<file path="src/rtl/ddr_bringup_pkg.sv">
package ddr_bringup_pkg;

  localparam int STEPS  = 18;
  localparam int STEP_W = $clog2(STEPS);

  // DDR2 command opcodes (bits 23:16 of a command word)
  localparam logic [7:0] OPC_REFRESH  = 8'h01;
  localparam logic [7:0] OPC_PRECHG   = 8'h02;
  localparam logic [7:0] OPC_DESELECT = 8'h0F;
  localparam logic [7:0] OPC_MRS      = 8'h10;
  localparam logic [7:0] OPC_EMRS1    = 8'h11;
  localparam logic [7:0] OPC_EMRS2    = 8'h12;
  localparam logic [7:0] OPC_EMRS3    = 8'h13;

  // Command arguments (bits 15:0)
  localparam logic [15:0] ARG_ALL_BANKS = 16'h0400;
  localparam logic [15:0] ARG_DLL_ON    = 16'h0001;
  localparam logic [15:0] ARG_DLL_RESET = 16'h0100;
  localparam logic [15:0] ARG_OCD_DFLT  = 16'h0380;
  localparam logic [15:0] ARG_OCD_EXIT  = 16'h0000;

  // PHY register bit positions
  localparam int PHY_CLK_EN_BIT = 0;
  localparam int PHY_RST_BIT    = 0;
  localparam int CAL_RST_BIT    = 1;
  localparam int CAL_GO_BIT     = 2;

  typedef enum logic [1:0] {ST_IDLE, ST_ISSUE, ST_WAIT, ST_DONE} seq_state_t;

  typedef enum logic [2:0] {
    TGT_PHY_CFG, TGT_PHY_CTRL, TGT_CMD, TGT_TIMING, TGT_LATENCY, TGT_CONFIG
  } target_t;

  function automatic logic [31:0] pack_cmd(input logic [7:0] op, input logic [15:0] arg);
    return {8'h00, op, arg};
  endfunction

endpackage

</file>
<file path="src/rtl/bringup_script_rom.sv">
module bringup_script_rom
  import ddr_bringup_pkg::*;
#(
  parameter logic [31:0] MODE_WORD    = 32'h0040_0B63,
  parameter logic [31:0] TIMING_WORD  = 32'h1234_5678,
  parameter logic [31:0] LATENCY_WORD = 32'h0000_0033,
  parameter logic [31:0] CONFIG_WORD  = 32'h0000_0A5C
) (
  input  logic [STEP_W-1:0] idx,
  output target_t           tgt,
  output logic [31:0]       data,
  output logic              has_wait,
  output logic              is_last
);

  localparam logic [15:0] MODE_LO = MODE_WORD[15:0];
  localparam logic [15:0] MODE_HI = MODE_WORD[31:16];

  always_comb begin
    tgt      = TGT_CMD;
    data     = '0;
    has_wait = 1'b1;
    is_last  = 1'b0;
    case (idx)
      5'd0:  begin tgt = TGT_PHY_CFG;  data = 32'(1) << PHY_CLK_EN_BIT; end
      5'd1:  begin tgt = TGT_PHY_CTRL; has_wait = 1'b0;
                   data = (32'(1) << PHY_RST_BIT) | (32'(1) << CAL_RST_BIT); end
      5'd2:  begin tgt = TGT_PHY_CTRL; data = 32'(1) << CAL_GO_BIT; end
      5'd3:  data = pack_cmd(OPC_DESELECT, 16'h0000);
      5'd4:  data = pack_cmd(OPC_PRECHG, ARG_ALL_BANKS);
      5'd5:  data = pack_cmd(OPC_EMRS2, 16'h0000);
      5'd6:  data = pack_cmd(OPC_EMRS3, 16'h0000);
      5'd7:  data = pack_cmd(OPC_EMRS1, ARG_DLL_ON);
      5'd8:  data = pack_cmd(OPC_MRS, ARG_DLL_RESET);
      5'd9:  data = pack_cmd(OPC_PRECHG, ARG_ALL_BANKS);
      5'd10: data = pack_cmd(OPC_REFRESH, 16'h0000);
      5'd11: data = pack_cmd(OPC_REFRESH, 16'h0000);
      5'd12: data = pack_cmd(OPC_MRS, MODE_LO);
      5'd13: data = pack_cmd(OPC_EMRS1, ARG_OCD_DFLT | ARG_DLL_ON);
      5'd14: data = pack_cmd(OPC_EMRS1, ARG_OCD_EXIT | ARG_DLL_ON | MODE_HI);
      5'd15: begin tgt = TGT_TIMING;  data = TIMING_WORD;  has_wait = 1'b0; end
      5'd16: begin tgt = TGT_LATENCY; data = LATENCY_WORD; has_wait = 1'b0; end
      default: begin tgt = TGT_CONFIG; data = CONFIG_WORD; has_wait = 1'b0; is_last = 1'b1; end
    endcase
  end

endmodule

</file>
<file path="src/rtl/bringup_wait_timer.sv">
module bringup_wait_timer #(
  parameter int WAIT_CYCLES = 10000
) (
  input  logic clk,
  input  logic rst,
  input  logic arm,
  output logic expired
);

  localparam int CNT_W = $clog2(WAIT_CYCLES + 1);
  localparam logic [CNT_W-1:0] LAST = CNT_W'(WAIT_CYCLES - 1);

  logic             active;
  logic [CNT_W-1:0] cnt;

  always_ff @(posedge clk) begin
    if (rst) begin
      active <= 1'b0;
      cnt    <= '0;
    end else if (arm) begin
      active <= 1'b1;
      cnt    <= '0;
    end else if (active) begin
      if (cnt == LAST) begin
        active <= 1'b0;
        cnt    <= '0;
      end else begin
        cnt <= cnt + 1'b1;
      end
    end
  end

  assign expired = active && (cnt == LAST);


  wait_bound_chk: assert property (@(posedge clk) disable iff (rst) active |-> cnt <= LAST);

  wait_rearm_chk: assert property (@(posedge clk) disable iff (rst) arm |-> !active);

endmodule

</file>
<file path="src/rtl/ddr_bringup_seq.sv">
module ddr_bringup_seq
  import ddr_bringup_pkg::*;
#(
  parameter int ADDR_W                    = 12,
  parameter int WAIT_CYCLES               = 10000,
  parameter logic [ADDR_W-1:0] A_PHY_CFG  = 12'h010,
  parameter logic [ADDR_W-1:0] A_PHY_CTRL = 12'h014,
  parameter logic [ADDR_W-1:0] A_CMD      = 12'h020,
  parameter logic [ADDR_W-1:0] A_TIMING   = 12'h030,
  parameter logic [ADDR_W-1:0] A_LATENCY  = 12'h034,
  parameter logic [ADDR_W-1:0] A_CONFIG   = 12'h038,
  parameter logic [31:0] MODE_WORD        = 32'h0040_0B63,
  parameter logic [31:0] TIMING_WORD      = 32'h1234_5678,
  parameter logic [31:0] LATENCY_WORD     = 32'h0000_0033,
  parameter logic [31:0] CONFIG_WORD      = 32'h0000_0A5C
) (
  input  logic              clk,
  input  logic              rst,
  input  logic              start,
  output logic              wr_valid,
  input  logic              wr_ready,
  output logic [ADDR_W-1:0] wr_addr,
  output logic [31:0]       wr_data,
  output logic              done_pulse,
  output logic              init_done
);

  seq_state_t        state;
  logic [STEP_W-1:0] step;
  logic              done_q;
  target_t           tgt;
  logic              has_wait, is_last, expired, accept, arm;

  bringup_script_rom #(
    .MODE_WORD(MODE_WORD), .TIMING_WORD(TIMING_WORD),
    .LATENCY_WORD(LATENCY_WORD), .CONFIG_WORD(CONFIG_WORD)
  ) u_rom (
    .idx(step), .tgt(tgt), .data(wr_data), .has_wait(has_wait), .is_last(is_last)
  );

  bringup_wait_timer #(.WAIT_CYCLES(WAIT_CYCLES)) u_timer (
    .clk(clk), .rst(rst), .arm(arm), .expired(expired)
  );

  assign accept = (state == ST_ISSUE) && wr_ready;
  assign arm    = accept && has_wait && !is_last;

  always_comb begin
    case (tgt)
      TGT_PHY_CFG:  wr_addr = A_PHY_CFG;
      TGT_PHY_CTRL: wr_addr = A_PHY_CTRL;
      TGT_CMD:      wr_addr = A_CMD;
      TGT_TIMING:   wr_addr = A_TIMING;
      TGT_LATENCY:  wr_addr = A_LATENCY;
      default:      wr_addr = A_CONFIG;
    endcase
  end

  always_ff @(posedge clk) begin
    if (rst) begin
      state  <= ST_IDLE;
      step   <= '0;
      done_q <= 1'b0;
    end else begin
      done_q <= 1'b0;
      case (state)
        ST_IDLE: if (start) begin
          state <= ST_ISSUE;
          step  <= '0;
        end
        ST_ISSUE: if (wr_ready) begin
          if (is_last) begin
            state  <= ST_DONE;
            done_q <= 1'b1;
          end else begin
            step <= step + 1'b1;
            if (has_wait) state <= ST_WAIT;
          end
        end
        ST_WAIT: if (expired) state <= ST_ISSUE;
        default: state <= ST_DONE;
      endcase
    end
  end

  assign wr_valid   = (state == ST_ISSUE);
  assign done_pulse = done_q;
  assign init_done  = (state == ST_DONE);


  wr_hold_chk: assert property (@(posedge clk) disable iff (rst)
    wr_valid && !wr_ready |=> wr_valid && $stable(wr_addr) && $stable(wr_data));

  done_once_chk: assert property (@(posedge clk) disable iff (rst) done_pulse |=> !done_pulse);

  done_level_chk: assert property (@(posedge clk) disable iff (rst) done_pulse |-> init_done);

  done_stick_chk: assert property (@(posedge clk) disable iff (rst)
    init_done |=> init_done && !wr_valid);

  step_range_chk: assert property (@(posedge clk) disable iff (rst) step < STEP_W'(STEPS));

endmodule

</file>
<file path="config.mk">
export PLATFORM = sky130hd
export DESIGN_NAME = ddr_bringup_seq
export DESIGN_NICKNAME = d
export VERILOG_FILES = /design/src/rtl/ddr_bringup_pkg.sv /design/src/rtl/bringup_script_rom.sv /design/src/rtl/bringup_wait_timer.sv /design/src/rtl/ddr_bringup_seq.sv
export SDC_FILE = /design/constraint.sdc
export NUM_CORES = 1
export LEC_CHECK = 0
export BUFFER_PORTS_ARGS = -buffer_cell sky130_fd_sc_hd__buf_2
export CAP_MARGIN = 20
export CORE_AREA = 8 8 77 79
export CTS_CLUSTER_SIZE = 30
export DETAILED_ROUTE_END_ITERATION = 7
export DIE_AREA = 0 0 85 87
export PLACE_DENSITY = 0.61
export RECOVER_POWER = 25
export SLEW_MARGIN = 20
export SYNTH_ARGS = -nofsm -noshare
export SYNTH_HDL_FRONTEND = slang
export SYNTH_HIERARCHICAL = 1
export SYNTH_SLANG_ARGS = --single-unit
</file>
<file path="constraint.sdc">
create_clock -name clk -period 3.15 [get_ports clk]
set_clock_uncertainty 0.15 [all_clocks]
set_input_delay 0.63 -clock clk [delete_from_list [all_inputs] [get_ports clk]]
set_output_delay 0.63 -clock clk [all_outputs]
set_load 0.01 [all_outputs]
</file>
==> results of run 1 <==
critical path, stage by stage, from the launching register on:
cell      delay, ns
dfxtp_1        0.37
buf_4          0.22
nand2b_1       0.16
and2_1         0.17
o311ai_1       0.43
xnor2_1        0.17
nor2_1         0.05
buf_2          0.14
state kept, by name (all words and copies together), names as in the netlist:
name,flops
state,2
u_timer/cnt,14
done_pulse,1
u_timer/active,1
step,5
metrics by stage:
| step | hold slack [ns] | instance area, um^2 | std cells |
|---|---|---|---|
| final | 0.4023 | 1913 | 309 |
| after global routing | 0.4232 | 1913 | 309 |
| after CTS | 0.4029 | 1938 | 309 |
| after detailed placement | 0.3737 | 1892 | 305 |
| after global placement | 0.3638 | 1892 | 305 |
| after floorplan | 0.3336 | 1877 | 248 |
power breakdown:
| part | internal (mW) | switching (mW) | total [mW] |
|---|---|---|---|
| registers | 0.296 | 0.0121 | 0.308 |
| logic | 0.0259 | 0.0469 | 0.0728 |
| clock network | 0.0884 | 0.0991 | 0.188 |
layout by cell type (no fill, tap or decap), types with 6 or more instances in the layout:
cell | netlist | final
buf_2 | 8 | 29
nand3_1 | 8 | 8
o21ai_0 | 6 | 6
nor3_1 | 10 | 10
nand4_1 | 7 | 8
conb_1 | 2 | 18
xnor2_1 | 11 | 11
nand2_1 | 18 | 18
a21oi_1 | 13 | 13
dfxtp_1 | 23 | 23
nor2_1 | 31 | 31
layout make-up:
class,instances,area (um^2)
clock inverter,1,5.005
tap,56,70.07
inverter,5,18.77
clock buffer,3,41.29
sequential,23,460.4
fill,509,2934
multi-input combinational,183,1120
timing repair buffer,38,197.7
logic make-up (layout without fill, tap and decap cells):
group,after synthesis,in the layout
and+or+nand+nor,108,108
xor gates and xnor gates,14,14
other,2,18
DFF,23,23
adders and majority gates,3,3
buffers and inverters,42,47
muxes,1,1
AOI/OAI and AO/OA,39,39
worst max-delay path by stage:
stage	start	endpoint	slack [ns]	depth (start not counted)
after CTS	step[1]	wr_addr[2]	0.36	7
after global placement	step[1]	wr_addr[2]	0.73	7
after global routing	step[1]	wr_addr[2]	0.20	7
after detailed placement	step[1]	wr_addr[2]	0.68	7
final	step[1]	wr_addr[2]	0.39	7
after floorplan	step[0]	u_timer/cnt[10]	0.95	11
per-layer routing:
metal | vias to the layer above | GRT usage [%]
met4 | 0 | 2.265
met1 | 726 | 12.68
met2 | 32 | 17.68
met5 | - | 0
met3 | 2 | 3.679
li1 | 809 | -
==> results.md, run 1 <==
- TritonCTS clock tree: built
- Post-route setup slack: 0.3906 ns
- Synth area leader: dfxtp_1
- Die area: 0.007395 mm^2
- IO buf count: 32
- CTS buffer count: 3
- Post-synth cell types: 58
- Reg2reg setup slack: 0.53 ns
- Worst Path Max Fanout: 21
- Antenna Cells: 0
- Syn avg cell area: 7.831 um^2
- Min-delay worst type: flop to flop
- Hold Path Cell Cnt: 2
- Leading post-synthesis cells by instance count: nor2_1 (31), buf_4 (23), dfxtp_1 (23)
- M1 wire length: 1830 um
- Ys Warns: 6
- Post-synthesis compound-gate area fraction: 14.46%
- Yosys top cell area share: 25.34%
- RSZ-0062 raised after global routing: no
- Resize count post-CTS: 0
- Area growth, synth to finish: 5.303%
- Min-Delay Endpoint: u_timer/cnt[10]
- Largest net degree at the start of global routing: 26
- Netlist Area Pre-Place: 0.001817 mm^2
- Critical path arrival: 1.98 ns
- Critical Path Source Type: flop
- Post-Synth XOR/XNOR Area: 6.749%
- Vias per cell: 5.078
- P_leak: 0.7905 nW
- Share of cells above drive strength 1: 19.76%
- Clk Latency, worst-skew pair: 0.27 ns
- H-tree depth: 1
- Largest cells by area after synthesis: dfxtp_1 (25%), buf_4 (9.5%), nor2_1 (6.4%)
- Setup bufs post-CTS: 0
- Post-Route Utilization: 39.47%
- Max transition margin: 64.36%
- Worst Reg-to-Reg Cells: 9
- Fin Setup TNS: 0 ns
- Tot Pwr: 0.5684 mW
- Number of synthesized flops with an enable pin: 0
- Number of global-route vias before repair: 1353
- Core Area: 0.004847 mm^2
- Max Used Layer: met4
- Chip Width: 85 um
- Initial antenna violation count: 0
- Routed Antenna Nets: 0
- Drt first pass iters: 5
- Async set or reset register ratio after synthesis: 0%
- Total GRT Usage: 10.58%
- CTS Hold Buffers Added: 0
- DRC: 0
- Post-synthesis simple-gate area fraction: 34.78%
- Main combinational cell family by area after synthesis: simple AND/OR/NAND/NOR gates
- R2r startpoint: step[1]
- Clock Root Buffer: clkbuf_8
- Worst ir drop on vdd: 0.0001916 V
- Std cell rows: 26
- Max Slew Vio Count: 0
- Post-synthesis mux area share: 0.8264%
- Synth Register Bits: 23
- Top-count cell post-synth: nor2_1
- F_max: 362.4 MHz
- Seq/Total Area, Yosys: 25.34%
- Crit path required time: 2.37 ns
- DR WL met2: 1861 um
- Cells after synthesis: 232
- Routed len/inst: 12.74 um
- R2r endpoint: u_timer/cnt[12]
- Hold Crit Start: u_timer/cnt[10]
- Final GP Congestion: 0.7868
- First-pass GRT wire length: 6672 um
- Slew @ Worst Pin: 0.5346 ns
- Worst slack at placement: 0.6759 ns
- Final period util: 87.60%
- Reg clk slew, reported paths: 0.09 ns
- I/O Pins: 51
- Clk sinks: 23
- Initial Util: 37.48%
- Die height: 87 um
- Remaining Overflow, GRT: 0
- Crit Path Class: flop to output pin
- DR iter-0 viols: 112
- Hpwl dp: 2862 um
- Adder-Cell Fraction of Synth Area: 2.066%
- Max-Cap Viols: 0
- Top_reg_cell synth: dfxtp_1
- Outcome: finished, final reports clean
- Routed WL: 3936 um
- Hold Fails Final Rpt: 0
- CTS max path bufs: 2
- Finish-stage setup viols: 0
- WL met3: 230 um
- Pwr/cell area: 297.1 mW/mm^2
- CP endpoint kind: output pin
- Min Tclk post-route: 2.759 ns
- Via count: 1569
- Fin nets: 261
(Power assumes the default switching activity.)
==> run 2: changes to the inputs <==
--- a/config.mk
+++ b/config.mk
@@ -11,7 +11,7 @@
 export CTS_CLUSTER_SIZE = 30
 export DETAILED_ROUTE_END_ITERATION = 7
 export DIE_AREA = 0 0 85 87
-export PLACE_DENSITY = 0.61
+export PLACE_DENSITY = 0.64
 export RECOVER_POWER = 25
 export SLEW_MARGIN = 20
 export SYNTH_ARGS = -nofsm -noshare
==> run 2 against run 1 <==
Effect of this change: die area unchanged; clock-buffer cell count up 1; first-iteration DRC count down 8.0%; routed wire length down 1.9%; clock power down 3%; design area down 0.13%; flip-flop and latch count unchanged; critical path depth down 1; cell count down 0.32%; worst setup slack better by 0.047 ns; sequential share of layout area about the same; critical path type unchanged.
==> results.md, run 2 (synthesis results as in run 1) <==
- Outcome: finished, final reports clean
- Antenna Cells: 0
- Crit-path cells: nand2b_1 > and2_1 > o311ai_1 > xnor2_1 > nor2_1 > buf_2
- Routed Antenna Nets: 0
- I/O Pins: 51
- Hpwl dp: 2844 um
- Routed len/inst: 12.54 um
- Clk Latency, worst-skew pair: 0.26 ns
- Max Slew Vio Count: 0
- Fin nets: 260
- CP max-delay cell: dfxtp_1
- Share of cells above drive strength 1: 19.44%
- Initial antenna violation count: 0
- F_max: 368.7 MHz
- Tot Pwr: 0.5624 mW
- Largest net degree at the start of global routing: 26
- CTS Hold Buffers Added: 0
- Die height: 87 um
- CP endpoint kind: output pin
- Final GP Congestion: 0.7304
- Crit path required time: 2.37 ns
- Commonest non-fill, non-tap cell in the layout: nor2_1
- Hold_ws: 0.3783 ns
- Initial Util: 37.48%
- Via count: 1583
- Max FFs per register: 14
- Largest regs: u_timer/cnt: 14 flops, step: 5 flops, state: 2 flops
- Slew @ Worst Pin: 0.5454 ns
- Routed WL: 3861 um
- Crit path buf inv count: 1
- Post-placement cell area: 0.001884 mm^2
- Crit Path Class: flop to output pin
- Min-delay worst type: flop to flop
- Worst ir drop on vdd: 0.0001677 V
- Core Area: 0.004847 mm^2
- Die area: 0.007395 mm^2
- Final period util: 86.11%
- DR WL met2: 1765 um
- RSZ-0062 raised after global routing: no
- P_leak: 0.7849 nW
- Worst Path Max Fanout: 13
- Design area: 0.001911 mm^2
- H-tree depth: 1
- TritonCTS clock tree: built
- Remaining Overflow, GRT: 0
- CTS max path bufs: 2
- DR iter-0 viols: 103
- Critical Path Source Type: flop
- Min Tclk post-route: 2.713 ns
- CP peak stage delay: 0.56 ns
- Max Used Layer: met4
- Family with the most delay on the worst path: flip-flops
- Finish-stage setup viols: 0
- Setup bufs post-CTS: 0
- Fin Setup TNS: 0 ns
- IO buf count: 32
- Hold Fails Final Rpt: 0
- Critical path arrival: 1.93 ns
- WL met3: 251 um
- Std cell rows: 26
- Reg clk slew, reported paths: 0.08 ns
- Biggest register: u_timer/cnt
- Clk sinks: 23
- Drt first pass iters: 4
- Max-Cap Viols: 0
- Chip Width: 85 um
- Pwr/cell area: 294.4 mW/mm^2
- Vias per cell: 5.140
- First-pass GRT wire length: 6589 um
- Max transition margin: 63.63%
- Number of global-route vias before repair: 1460
- Total GRT Usage: 10.48%
- M1 wire length: 1823 um
- Area growth, synth to finish: 5.165%
- Resize count post-CTS: 0
- CTS buffer count: 3
- Clock Root Buffer: clkbuf_8
- Most frequent cells in the layout: nor2_1 (31), buf_2 (28), dfxtp_1 (23), nand2_1 (18), conb_1 (18)
- DRC: 0
[run 2: changes by cell type in the layout (fill, tap and decap cells not counted), sizes merged]
cell and change:
buf -1, clkbuf +1, clkinv -1
[run 2: power breakdown]
group / switching (mW) / internal (mW)
Sequential: 0.0103 / 0.296
Clock: 0.0914 / 0.0902
Combinational: 0.0490 / 0.0256
Total: 0.151 / 0.412
[run 2: worst min-delay path, delay by kind of cell (launching register included)]
family           cells  cell delay [ns]
flip-flops           1             0.35
XOR/XNOR             1             0.09
AND/OR/NAND/NOR      1             0.06
[run 2: path summary, 6_finish.rpt]
path | from | to | slack [ns] | cells after the start
setup / recovery | step[1] | wr_addr[2] | 0.44 | 6
hold / removal | u_timer/cnt[13] | u_timer/cnt[13] | 0.38 | 2
setup reg to reg | step[1] | u_timer/cnt[12] | 0.61 | 8
hold reg to reg | u_timer/cnt[13] | u_timer/cnt[13] | 0.38 | 2
[run 2: area by class of cell]
class	instances	area (um^2)
flip-flops and latches	23	460.4
fillers	515	2937
well taps	56	70.07
repair buffers	37	192.7
multi-input cells	183	1124
inverters	5	18.77
clock buffers	4	45.04
[run 2: layer usage]
layer  vias up  track usage, %
li1        804               -
met1       730           13.03
met2        44           17.12
met3         5           3.585
met4         0           1.942
met5         -               0
[run 2: metrics by stage]
stage          cells  setup WS (ns)  util (%)
6_report         308         0.4375     39.42
5_1_grt          308         0.2098     39.42
4_1_cts          308         0.3988     39.80
3_5_place_dp     304         0.6565     38.87
3_3_place_gp     304         0.7707     38.87
2_1_floorplan    248         0.9464         -
==> run 3: changes to the inputs <==
--- a/config.mk
+++ b/config.mk
@@ -5,7 +5,7 @@
 export SDC_FILE = /design/constraint.sdc
 export NUM_CORES = 1
 export LEC_CHECK = 0
-export BUFFER_PORTS_ARGS = -buffer_cell sky130_fd_sc_hd__buf_2
+export BUFFER_PORTS_ARGS = -buffer_cell sky130_fd_sc_hd__clkbuf_2
 export CAP_MARGIN = 20
 export CORE_AREA = 8 8 77 79
 export CTS_CLUSTER_SIZE = 30
==> run 3 against run 2 <==
Effect of this change: critical path depth rose by 1; core utilization fell by 0.10 points; largest power group unchanged; design area fell by 0.26%; worst setup slack got worse by 0.041 ns; flip-flop and latch count did not move; critical path type unchanged; clock-buffer cell count did not move; first-iteration DRC count fell by 35%; cell count did not move.
==> results.md, run 3 (synthesis results as in run 1) <==
- CP max-delay cell: dfxtp_1
- CTS Hold Buffers Added: 0
- IO buf count: 32
- Worst Path Max Fanout: 15
- Resize count post-CTS: 0
- CP peak stage delay: 0.59 ns
- Setup bufs post-CTS: 0
- Initial Util: 37.48%
- Std cell rows: 26
- Critical path destination: wr_addr[2]
- Remaining Overflow, GRT: 0
- Total GRT Usage: 10.13%
- Number of global-route vias before repair: 1419
- TritonCTS clock tree: built
- Routed WL: 3822 um
- Drt first pass iters: 4
- Crit-path cells: buf_4 > nand4_1 > a21boi_0 > o311ai_1 > xnor2_1 > nor2_1 > clkbuf_2
- Min Tclk post-route: 2.753 ns
- R2r startpoint: step[3]
- CTS max path bufs: 2
- Commonest non-fill, non-tap cell in the layout: nor2_1
- Routed len/inst: 12.41 um
- Hold Crit Start: u_timer/cnt[13]
- Share of cells above drive strength 1: 19.05%
- Most frequent cells in the layout: nor2_1 (31), clkbuf_2 (28), dfxtp_1 (23), nand2_1 (18), conb_1 (18)
- Max Slew Vio Count: 0
- F_max: 363.2 MHz
- Area growth, synth to finish: 4.890%
- Die area: 0.007395 mm^2
- Critical path arrival: 1.97 ns
- Reg2reg setup slack: 0.49 ns
- Fin Setup TNS: 0 ns
- Largest net degree at the start of global routing: 25
- Max-Cap Viols: 0
- Reg clk slew, reported paths: 0.08 ns
- Vias per cell: 5.019
- Crit path required time: 2.37 ns
- DR iter-0 viols: 67
- RSZ-0062 raised after global routing: no
- Pwr/cell area: 295.8 mW/mm^2
- CP endpoint kind: output pin
- Crit Path Class: flop to output pin
- Worst ir drop on vdd: 0.0001716 V
- Tot Pwr: 0.5638 mW
- Worst Setup SP: step[1]
- Outcome: finished, final reports clean
- Chip Width: 85 um
- Routed Antenna Nets: 0
- Fin cells: 308
- Die height: 87 um
- Max transition margin: 63.31%
- Clk sinks: 23
- I/O Pins: 51
- Largest regs: u_timer/cnt: 14 flops, step: 5 flops, state: 2 flops
- Via count: 1546
- Design area: 0.001906 mm^2
- Clock Root Buffer: clkbuf_8
- H-tree depth: 1
- Fin nets: 260
- Core Area: 0.004847 mm^2
- Finish-stage setup viols: 0
- Clk Latency, worst-skew pair: 0.26 ns
- Biggest register: u_timer/cnt
- Critical Path Source Type: flop
- P_leak: 0.7684 nW
- Hpwl dp: 2844 um
- CTS buffer count: 3
- Final GP Congestion: 0.7837
- Max FFs per register: 14
- DRC: 0
- Initial antenna violation count: 0
- First-pass GRT wire length: 6389 um
- Min-delay worst type: flop to flop
- Antenna Cells: 0
- Slew @ Worst Pin: 0.5502 ns
- Post-placement cell area: 0.001884 mm^2
- R2r endpoint: u_timer/cnt[5]
- Hold Fails Final Rpt: 0
- Fill cells: 534
- Post-Place Cells: 304
- Worst Reg-to-Reg Cells: 8
- Final period util: 87.40%
[run 3: power by group]
group | total (mW) | internal (mW) | switching, mW
clock | 0.185 | 0.0903 | 0.0946
combinational | 0.0704 | 0.0246 | 0.0459
sequential | 0.308 | 0.296 | 0.0125
[run 3: worst min path at each step]
| stage | slack (ns) | endpoint | cells after the start |
|---|---|---|---|
| after floorplan | 0.33 | u_timer/cnt[13] | 2 |
| final | 0.38 | u_timer/cnt[13] | 2 |
| after global routing | 0.42 | u_timer/cnt[13] | 2 |
| after global placement | 0.36 | u_timer/cnt[13] | 2 |
| after detailed placement | 0.37 | u_timer/cnt[13] | 2 |
| after CTS | 0.39 | u_timer/cnt[13] | 2 |
[run 3: worst max-delay path: cells and delay by family, from the launching register on]
kind	cells	cell delay (ns)
compound gates	2	0.33
buf+inv	2	0.41
xor+xnor	1	0.12
flops	1	0.59
simple gates	2	0.26
[run 3: metal layers]
layer,track usage [%],up-vias,wire length (um),part of all wire (%)
li1,-,806,-,-
met1,12.04,701,1828,48
met2,17.47,37,1751,46
met3,3.396,2,229,6.0
met4,1.456,0,13,0.34
met5,0,-,0,0
[run 3: final cells by class]
cell class                 count  area [um^2]  share of cell area (%)
multi-input combinational    183         1119                   58.70
clock buffer                   4        45.04                   2.364
inverter                       5        18.77                  0.9849
timing repair buffer          37        192.7                   10.11
sequential                    23        460.4                   24.16
tap                           56        70.07                   3.677
[run 3: stage by stage]
stage          setup slack [ns]  hold slack, ns  util [%]
2_1_floorplan            0.9464          0.3336         -
3_3_place_gp             0.5589          0.3616     38.87
3_5_place_dp             0.5503          0.3703     38.87
4_1_cts                  0.3704          0.3913     39.80
5_1_grt                  0.2030          0.4223     39.31
6_report                 0.3968          0.3777     39.31
